### config.mk
export PLATFORM = sky130hd
export DESIGN_NAME = wdt_pd_ctrl
export DESIGN_NICKNAME = d
export VERILOG_FILES = /design/src/rtl/wdt_pkg.sv /design/src/rtl/wdt_prescaler.sv /design/src/rtl/wdt_counter.sv /design/src/rtl/wdt_status.sv /design/src/rtl/wdt_pd_ctrl.sv
export SDC_FILE = /design/constraint.sdc
export NUM_CORES = 1
export LEC_CHECK = 0
export ABC_AREA = 1
export ABC_CLOCK_PERIOD_IN_PS = 1300
export BUFFER_PORTS_ARGS = -buffer_cell sky130_fd_sc_hd__buf_2
export CORE_MARGIN = 1.5
export CORE_UTILIZATION = 45
export CTS_BUF_LIST = sky130_fd_sc_hd__clkbuf_16
export DETAILED_ROUTE_END_ITERATION = 8
export PLACE_DENSITY = 0.65
export SLEW_MARGIN = 10
export SYNTH_ARGS = -nofsm -noshare
export SYNTH_HDL_FRONTEND = slang
export SYNTH_SLANG_ARGS = --single-unit
### constraint.sdc
create_clock -name clk -period 1.3 [get_ports clk]
set_input_delay 0.13 -clock clk [delete_from_list [all_inputs] [get_ports clk]]
set_output_delay 0.13 -clock clk [all_outputs]
set_load 0.005 [all_outputs]
### src/rtl/wdt_pkg.sv
// Package: shared helpers for the watchdog block.
// Assumes the prescale exponent never exceeds the prescaler width.
package wdt_pkg;

    // Build a low-order mask of `sel` ones; the prescaler is full when it matches.
    function automatic logic [15:0] ratio_mask(input logic [3:0] sel);
        logic [15:0] m;
        for (int i = 0; i < 16; i++) begin
            m[i] = (i < int'(sel));
        end
        return m;
    endfunction

endpackage

### src/rtl/wdt_prescaler.sv
// Module: tick prescaler dividing the time base by 2^sel_i.
// Assumes sel_i <= PS_W. A clear zeroes the count and suppresses the step.
module wdt_prescaler #(
    parameter int PS_W  = 7,
    parameter int SEL_W = 3
) (
    input  logic             clk,
    input  logic             rst_n,
    input  logic             tick_i,
    input  logic [SEL_W-1:0] sel_i,
    input  logic             clear_i,
    output logic             step_o
);
    import wdt_pkg::*;

    logic [PS_W-1:0] pre_q;
    logic [PS_W-1:0] mask;
    logic            full;

    // Select the comparison mask for the current ratio.
    always_comb begin
        logic [15:0] m16;
        m16  = ratio_mask(4'(sel_i));
        mask = m16[PS_W-1:0];
        full = ((pre_q & mask) == mask);
    end

    // A step fires on the tick that fills the prescaler.
    assign step_o = tick_i && full && !clear_i;

    // Advance the prescaler on ticks and restart it on a step or clear.
    always_ff @(posedge clk) begin
        if (!rst_n || clear_i) begin
            pre_q <= '0;
        end else if (tick_i) begin
            pre_q <= full ? '0 : pre_q + 1'b1;
        end
    end


    pre_clear_chk: assert property (@(posedge clk) disable iff (!rst_n)
        clear_i |=> (pre_q == '0));


    pre_hold_chk: assert property (@(posedge clk) disable iff (!rst_n)
        (!tick_i && !clear_i) |=> $stable(pre_q));

endmodule

### src/rtl/wdt_counter.sv
// Module: watchdog main counter, advanced by prescaler steps.
// Assumes step_i is already suppressed during a clear. Overflow is a comb pulse.
module wdt_counter #(
    parameter int CNT_W = 8
) (
    input  logic clk,
    input  logic rst_n,
    input  logic step_i,
    input  logic clear_i,
    output logic ovf_o
);
    logic [CNT_W-1:0] cnt_q;

    // The overflow happens on the step that wraps an all-ones count.
    assign ovf_o = step_i && (&cnt_q) && !clear_i;

    // Count steps and wrap naturally; a clear restarts from zero.
    always_ff @(posedge clk) begin
        if (!rst_n || clear_i) begin
            cnt_q <= '0;
        end else if (step_i) begin
            cnt_q <= cnt_q + 1'b1;
        end
    end


    cnt_clear_chk: assert property (@(posedge clk) disable iff (!rst_n)
        clear_i |=> (cnt_q == '0));


    cnt_hold_chk: assert property (@(posedge clk) disable iff (!rst_n)
        (!step_i && !clear_i) |=> $stable(cnt_q));

endmodule

### src/rtl/wdt_status.sv
// Module: request acceptance, active-low status flags, sleep state and event pulses.
// Assumes requests come from the decoder and are ignored while the core sleeps.
module wdt_status (
    input  logic clk,
    input  logic rst_n,
    input  logic clr_req_i,
    input  logic sleep_req_i,
    input  logic ovf_i,
    output logic clear_o,
    output logic to_n_o,
    output logic pd_n_o,
    output logic sleep_o,
    output logic core_rst_o,
    output logic wake_o
);
    logic sleep_acc;
    logic clr_acc;
    logic to_n_q, pd_n_q, sleep_q, rst_q, wake_q;

    // Accept requests only when awake; sleep outranks clear.
    always_comb begin
        sleep_acc = sleep_req_i && !sleep_q;
        clr_acc   = clr_req_i && !sleep_q && !sleep_req_i;
        clear_o   = sleep_acc || clr_acc;
    end

    // Update the flags, the sleep state and the one-cycle event pulses.
    always_ff @(posedge clk) begin
        if (!rst_n) begin
            to_n_q  <= 1'b1;
            pd_n_q  <= 1'b1;
            sleep_q <= 1'b0;
            rst_q   <= 1'b0;
            wake_q  <= 1'b0;
        end else begin
            rst_q  <= 1'b0;
            wake_q <= 1'b0;
            if (sleep_acc) begin
                to_n_q  <= 1'b1;
                pd_n_q  <= 1'b0;
                sleep_q <= 1'b1;
            end else if (clr_acc) begin
                to_n_q <= 1'b1;
                pd_n_q <= 1'b1;
            end else if (ovf_i) begin
                to_n_q <= 1'b0;
                if (sleep_q) begin
                    wake_q  <= 1'b1;
                    sleep_q <= 1'b0;
                end else begin
                    rst_q <= 1'b1;
                end
            end
        end
    end

    assign to_n_o     = to_n_q;
    assign pd_n_o     = pd_n_q;
    assign sleep_o    = sleep_q;
    assign core_rst_o = rst_q;
    assign wake_o     = wake_q;


    clr_flags_chk: assert property (@(posedge clk) disable iff (!rst_n)
        (clr_req_i && !sleep_req_i && !sleep_q) |=> (to_n_q && pd_n_q));


    sleep_flags_chk: assert property (@(posedge clk) disable iff (!rst_n)
        (sleep_req_i && !sleep_q) |=> (to_n_q && !pd_n_q && sleep_q));


    rst_flag_chk: assert property (@(posedge clk) disable iff (!rst_n)
        rst_q |-> (!to_n_q && !wake_q));


    wake_state_chk: assert property (@(posedge clk) disable iff (!rst_n)
        wake_q |-> (!to_n_q && !pd_n_q && !sleep_q));


    asleep_pd_chk: assert property (@(posedge clk) disable iff (!rst_n)
        sleep_q |=> $stable(pd_n_q));


    req_wins_chk: assert property (@(posedge clk) disable iff (!rst_n)
        clear_o |=> (!rst_q && !wake_q));

endmodule

### src/rtl/wdt_pd_ctrl.sv
// Module: top of the watchdog and power-down status controller.
// Assumes one request source and a free-running time-base tick enable.
module wdt_pd_ctrl #(
    parameter  int CNT_W = 8,
    parameter  int PS_W  = 7,
    localparam int SEL_W = $clog2(PS_W + 1)
) (
    input  logic             clk,
    input  logic             rst_n,
    input  logic             wd_tick_i,
    input  logic [SEL_W-1:0] ratio_sel_i,
    input  logic             clrwdt_req_i,
    input  logic             sleep_req_i,
    output logic             to_n_o,
    output logic             pd_n_o,
    output logic             sleep_o,
    output logic             core_rst_o,
    output logic             wake_o
);
    logic clear;
    logic step;
    logic ovf;

    wdt_prescaler #(.PS_W(PS_W), .SEL_W(SEL_W)) u_pre (
        .clk     (clk),
        .rst_n   (rst_n),
        .tick_i  (wd_tick_i),
        .sel_i   (ratio_sel_i),
        .clear_i (clear),
        .step_o  (step)
    );

    wdt_counter #(.CNT_W(CNT_W)) u_cnt (
        .clk     (clk),
        .rst_n   (rst_n),
        .step_i  (step),
        .clear_i (clear),
        .ovf_o   (ovf)
    );

    wdt_status u_sts (
        .clk         (clk),
        .rst_n       (rst_n),
        .clr_req_i   (clrwdt_req_i),
        .sleep_req_i (sleep_req_i),
        .ovf_i       (ovf),
        .clear_o     (clear),
        .to_n_o      (to_n_o),
        .pd_n_o      (pd_n_o),
        .sleep_o     (sleep_o),
        .core_rst_o  (core_rst_o),
        .wake_o      (wake_o)
    );


    both_req_chk: assert property (@(posedge clk) disable iff (!rst_n)
        (clrwdt_req_i && sleep_req_i && !sleep_o) |=> !pd_n_o);


    excl_evt_chk: assert property (@(posedge clk) disable iff (!rst_n)
        !(core_rst_o && wake_o));

endmodule

# Word-level counts from Yosys, hierarchy flattened
# Index checks and enable logic that the tools add are counted.
# word_totals
reg_bits	20
input_bits	8
output_inout_bits	5
# op_classes
add_sub_neg	2
n_lt_le_gt_ge	7
n_eq_ne	2
mux	8
bitwise_logic	3
n_reduce_logical	19
# op_table
op	n
3-bit less-than comparator (first input constant)	3
8-bit by 1-bit adder with 8-bit output (second input constant)	1
8-bit AND reduction	1
7-bit by 1-bit adder with 7-bit output (second input constant)	1
7-bit bitwise AND	1
7-bit equality test	1
1-bit logical AND	7
1-bit two-way mux	7
7-bit two-way mux	1
1-bit by 3-bit less-than comparator with 1-bit output (first input constant)	2
2-bit by 3-bit less-than comparator with 1-bit output (first input constant)	2
1-bit zero test	4
2-bit nonzero test	2
4-bit OR reduction	1
3-bit OR reduction	1
1-bit logical OR	2
2-bit by 1-bit inequality test with 1-bit output (second input constant)	1
1-bit NOT	2
2-bit AND reduction	1

# Longest topological paths before layout
# logic_depth
word_depth	11
ltp_mapped	10
ltp_nobuf	10

# Hierarchy
# A second synthesis with hierarchy kept.
# unflattened
hier_cells	127
hier_area_um2	937.1
# modules_own_cells
mod	instances	cells_each	area_per_inst_um2
wdt_counter	1	51	375.4
wdt_prescaler	1	50	370.4
wdt_status	1	26	191.4

# Least setup slack after synthesis
# No wires, ideal clock.
# synth_timing
kind	register -> register
from	register u_cnt.cnt_q[1]
to	register u_sts.sleep_q (netlist: u_sts.sleep_o)
setup_time_ps	116
arrival_time_ps	1057
slack_ps	127
stages_incl_launch_ff	7
path_buffers	0
cell_sequence	dfxtp_1 -> ha_1 -> nand3_1 -> nor3_1 -> nand4_1 -> nand2_1 -> a21oi_1
# synth_between
elab_chain_cells	5
# synth_rtl
element	line	rtl
start, declared	wdt_counter.sv:12	logic [CNT_W-1:0] cnt_q;
start signal, assigned	wdt_counter.sv:22	cnt_q <= cnt_q + 1'b1;
8-bit AND reduction	wdt_counter.sv:15	assign ovf_o = step_i && (&cnt_q) && !clear_i;
1-bit logical AND (2 in a row)	wdt_counter.sv:15	
2-bit nonzero test (no line)	-	
2-bit AND reduction (no line)	-	
end signal, assigned	wdt_status.sv:32	sleep_q <= 1'b0;
end signal, assigned	wdt_status.sv:41	sleep_q <= 1'b1;
end signal, assigned	wdt_status.sv:49	sleep_q <= 1'b0;
end, declared	wdt_status.sv:18	logic to_n_q, pd_n_q, sleep_q, rst_q, wake_q;
# Every way passes these cells.
# A chain may end at the register's enable or synchronous reset.

# Final worst setup path
# layout_timing
from	register u_pre.pre_q[2]
to	register u_cnt.cnt_q[4]
# layout_between
elab_chain_cells	4
# layout_rtl
element	line	rtl
start, declared	wdt_prescaler.sv:16	logic [PS_W-1:0] pre_q;
start signal, assigned	wdt_prescaler.sv:36	pre_q <= full ? '0 : pre_q + 1'b1;
7-bit bitwise AND	wdt_prescaler.sv:25	full = ((pre_q & mask) == mask);
7-bit equality test	wdt_prescaler.sv:25	
1-bit logical AND (2 in a row)	wdt_prescaler.sv:29	assign step_o = tick_i && full && !clear_i;
# Every way passes these cells.

==> results.yml <==
worst_setup_path:
  cpMostUsedCell: "nand2_1"
  path_cells: "nand2_1, nand2_1, a21oi_2, nor2_4, nand2_2, inv_4, nand3_1, a21oi_1"
  max_stage_delay_ps: 340
  worst_setup_path_start_kind: "flip-flop"
  crit_path_end_kind: "flip-flop"
  cp.required_ps: 1470
  path_max_fanout: 7
  critical_path.slowest_cell: "dfxtp_2"
  worstPathArrival_ps: 1480
  path_class: "flip-flop to flip-flop"
synthesis:
  synth_nets: 142
  yosysTopAreaCellShare: 0.4124
  synth_top_family_by_area: "simple AND/OR/NAND/NOR gates"
  yosys.area_share.adder: 0.02577
  netlist_instances: 132
  yosysUniqueCellTypes: 21
  synthTopCellsByArea: "dfxtp_1 41%, nand2_1 14%, nor2_1 7.0%"
  synth-compound-area-share: 0.08892
  synth-simple-area-share: 0.3389
  ys_ff_latch: 20
  yosysTopAreaCell: "dfxtp_1"
  synth_xor_area_frac: 0.09021
  ys_warn_count: 0
  syn_area_sq_um: 970.9
  ys_seq_area_frac: 0.4124
  synth_mux_area_frac: 0
  avgSynthCellArea_sq_um: 7.356
clock_network:
  numCtsBuffers: 3
  cts_root_buf: "clkbuf_16"
  clk_path_buf_depth: 2
  cts_setup_buffers: 0
  clkTransAtPathRegs_ps: 50
  insertion_delay_ps: 250
  clock_sinks: 20
  tritoncts: "built"
  ctsHtreeMaxLevel: 1
pwr:
  power_w: 0.001381
  ir_drop_v: 0.0007107
  pwr_density_cell_nw_per_um2: 1060
  p_leak_nw: 0.5423
die:
  rows: 16
  die-area_sq_um: 2445
  die_w_um: 49.45
  pin_count: 13
  start_util: 0.4850
  die_h_um: 49.45
  core_sq_um: 2002
timing:
  fmax_mhz: 765.1
  finClkSkew_ps: 1.469
  worst_slew_pin_slew_ps: 226.2
  post-route-min-period_ps: 1307
  grt_setup_unrepaired: "yes"
  period_share: 1.005
  drv_slew: 0
  layout_setup_ws_ps: -6.953
  tns_ps: -6.953
  hold_viol: 0
  setup_viol: 1
  slew_headroom: 0.8490
grt:
  grt_pass1_wl_um: 3270
  antenna_found_initial: 0
  track_usage: 0.1702
  overflow: 0
  grt_max_degree: 12
  grt_pass1_vias: 824
route:
  first_pass_iters: 4
  drcViolationCount: 0
  dr_total_vias: 934
  finalWirelength_um: 2156
  ant_nets: 0
  wl_per_cell_um: 11.59
  viasPerCell: 5.022
  drt-initial-drc-count: 5
run_status:
  outcome: "complete, but fails checks"
  violations: "setup timing"
final_layout:
  final_util: 0.6506
  nets: 170
  drive_above_1_share: 0.3459
  antenna-diode-count: 0
  syn_to_final_growth_pct: 34.15
  fin_area_sq_um: 1303
place:
  dpl.hpwl_um: 1427
  place_congestion: 0.7721
  pre_cts_slack_ps: -38.03
  placed_area_sq_um: 1147
  io_buffers: 12
hold_path:
  hp-class: "primary input to flip-flop"
flow_run:
  cap_violations: 0
timing repair:
item                                    in CTS  in global routing
hold buffers                                 0                  0
gates resized for setup                      2                 23
pin swaps                                    0                  3
endpoints found under the setup margin       3                 18
state kept, by name, summed over array words and instances (netlist names):
| register | flops |
|---|---|
| u_cnt.cnt_q | 8 |
| u_pre.pre_q | 7 |
| u_sts.core_rst_o | 1 |
| u_sts.pd_n_o | 1 |
| u_sts.sleep_o | 1 |
| u_sts.to_n_o | 1 |
| u_sts.wake_o | 1 |
worst max-delay path, delay by kind of cell (launching register included):
kind | cells | cell delay (ps)
buf+inv | 1 | 110
simple gates | 5 | 540
compound gates | 2 | 230
flops | 1 | 340
layout make-up:
class | count | area (sq um)
Fill cell | 174 | 699.4
Multi-Input combinational cell | 101 | 591.8
Clock buffer | 3 | 75.07
Clock inverter | 1 | 3.754
Sequential cell | 20 | 411.6
Timing Repair Buffer | 23 | 142.6
Tap cell | 27 | 33.78
Inverter | 11 | 43.79
Yosys cell counts:
| library cell | n |
|---|---|
| nand2_1 | 35 |
| dfxtp_1 | 20 |
| nor2_1 | 18 |
| a21oi_1 | 11 |
| nand3_1 | 10 |
| inv_1 | 9 |
| xor2_1 | 6 |
| nand2_2 | 4 |
| xnor2_1 | 4 |
| ha_1 | 2 |
| nand4_1 | 2 |
| o21ai_0 | 2 |
| and2_1 | 1 |
| clkinv_2 | 1 |
| inv_2 | 1 |
| nand3_2 | 1 |
| nor2_4 | 1 |
| nor3_1 | 1 |
| nor3_2 | 1 |
| o21ai_1 | 1 |
| o21ai_4 | 1 |
placed cells by master, fill, tap and decap left out:
master,n
a21oi_1,9
a21oi_2,2
and2_1,1
buf_2,12
buf_4,11
clkbuf_16,3
clkinv_1,1
dfxtp_1,13
dfxtp_2,6
dfxtp_4,1
ha_1,1
ha_4,1
inv_1,8
inv_2,2
inv_4,1
nand2_1,33
nand2_2,6
nand3_1,9
nand3_2,1
nand3_4,1
nand4_1,2
nor2_1,14
nor2_2,3
nor2_4,2
nor3_2,1
nor3_4,1
o21ai_0,2
o21ai_1,1
o21ai_4,1
xnor2_1,4
xor2_1,6
final timing paths:
path / startpoint / end / slack [ps] / depth (start not counted)
worst max register to register: u_pre.pre_q[2] / u_cnt.cnt_q[4] / -7 / 8
worst max-delay path: u_pre.pre_q[2] / u_cnt.cnt_q[4] / -7 / 8
worst min-delay path: rst_n / u_sts.sleep_o / 160 / 3
worst min register to register: u_sts.to_n_o / u_sts.to_n_o / 450 / 2
metrics by stage:
step,cells,hold slack (ps)
floorplan,132,241.0
CTS,186,152.3
global route,186,167.4
finish,186,158.0
detailed placement,182,416.0
global placement,182,390.4
where the power goes:
group	leakage (nW)	switching (W)	internal (W)
Clock	0.0385	0.000224	0.000410
Combinational	0.338	0.0000734	0.0000452
Sequential	0.166	0.00000758	0.000621
kinds of logic (layout without fill, tap and decap cells):
family | Yosys count | in the layout
simple gates | 74 | 74
flops | 20 | 20
compound gates | 15 | 15
buf+inv | 11 | 38
xor+xnor | 10 | 10
fa+ha+maj | 2 | 2
layer usage:
| layer | vias to the layer above | wire [um] | track usage |
|---|---|---|---|
| li1 | 477 | - | - |
| met1 | 439 | 1008 | 0.2095 |
| met2 | 11 | 1033 | 0.2950 |
| met3 | 7 | 54 | 0.02727 |
| met4 | 0 | 59 | 0.06944 |
| met5 | - | 0 | 0 |
(Power assumes the default switching activity.)
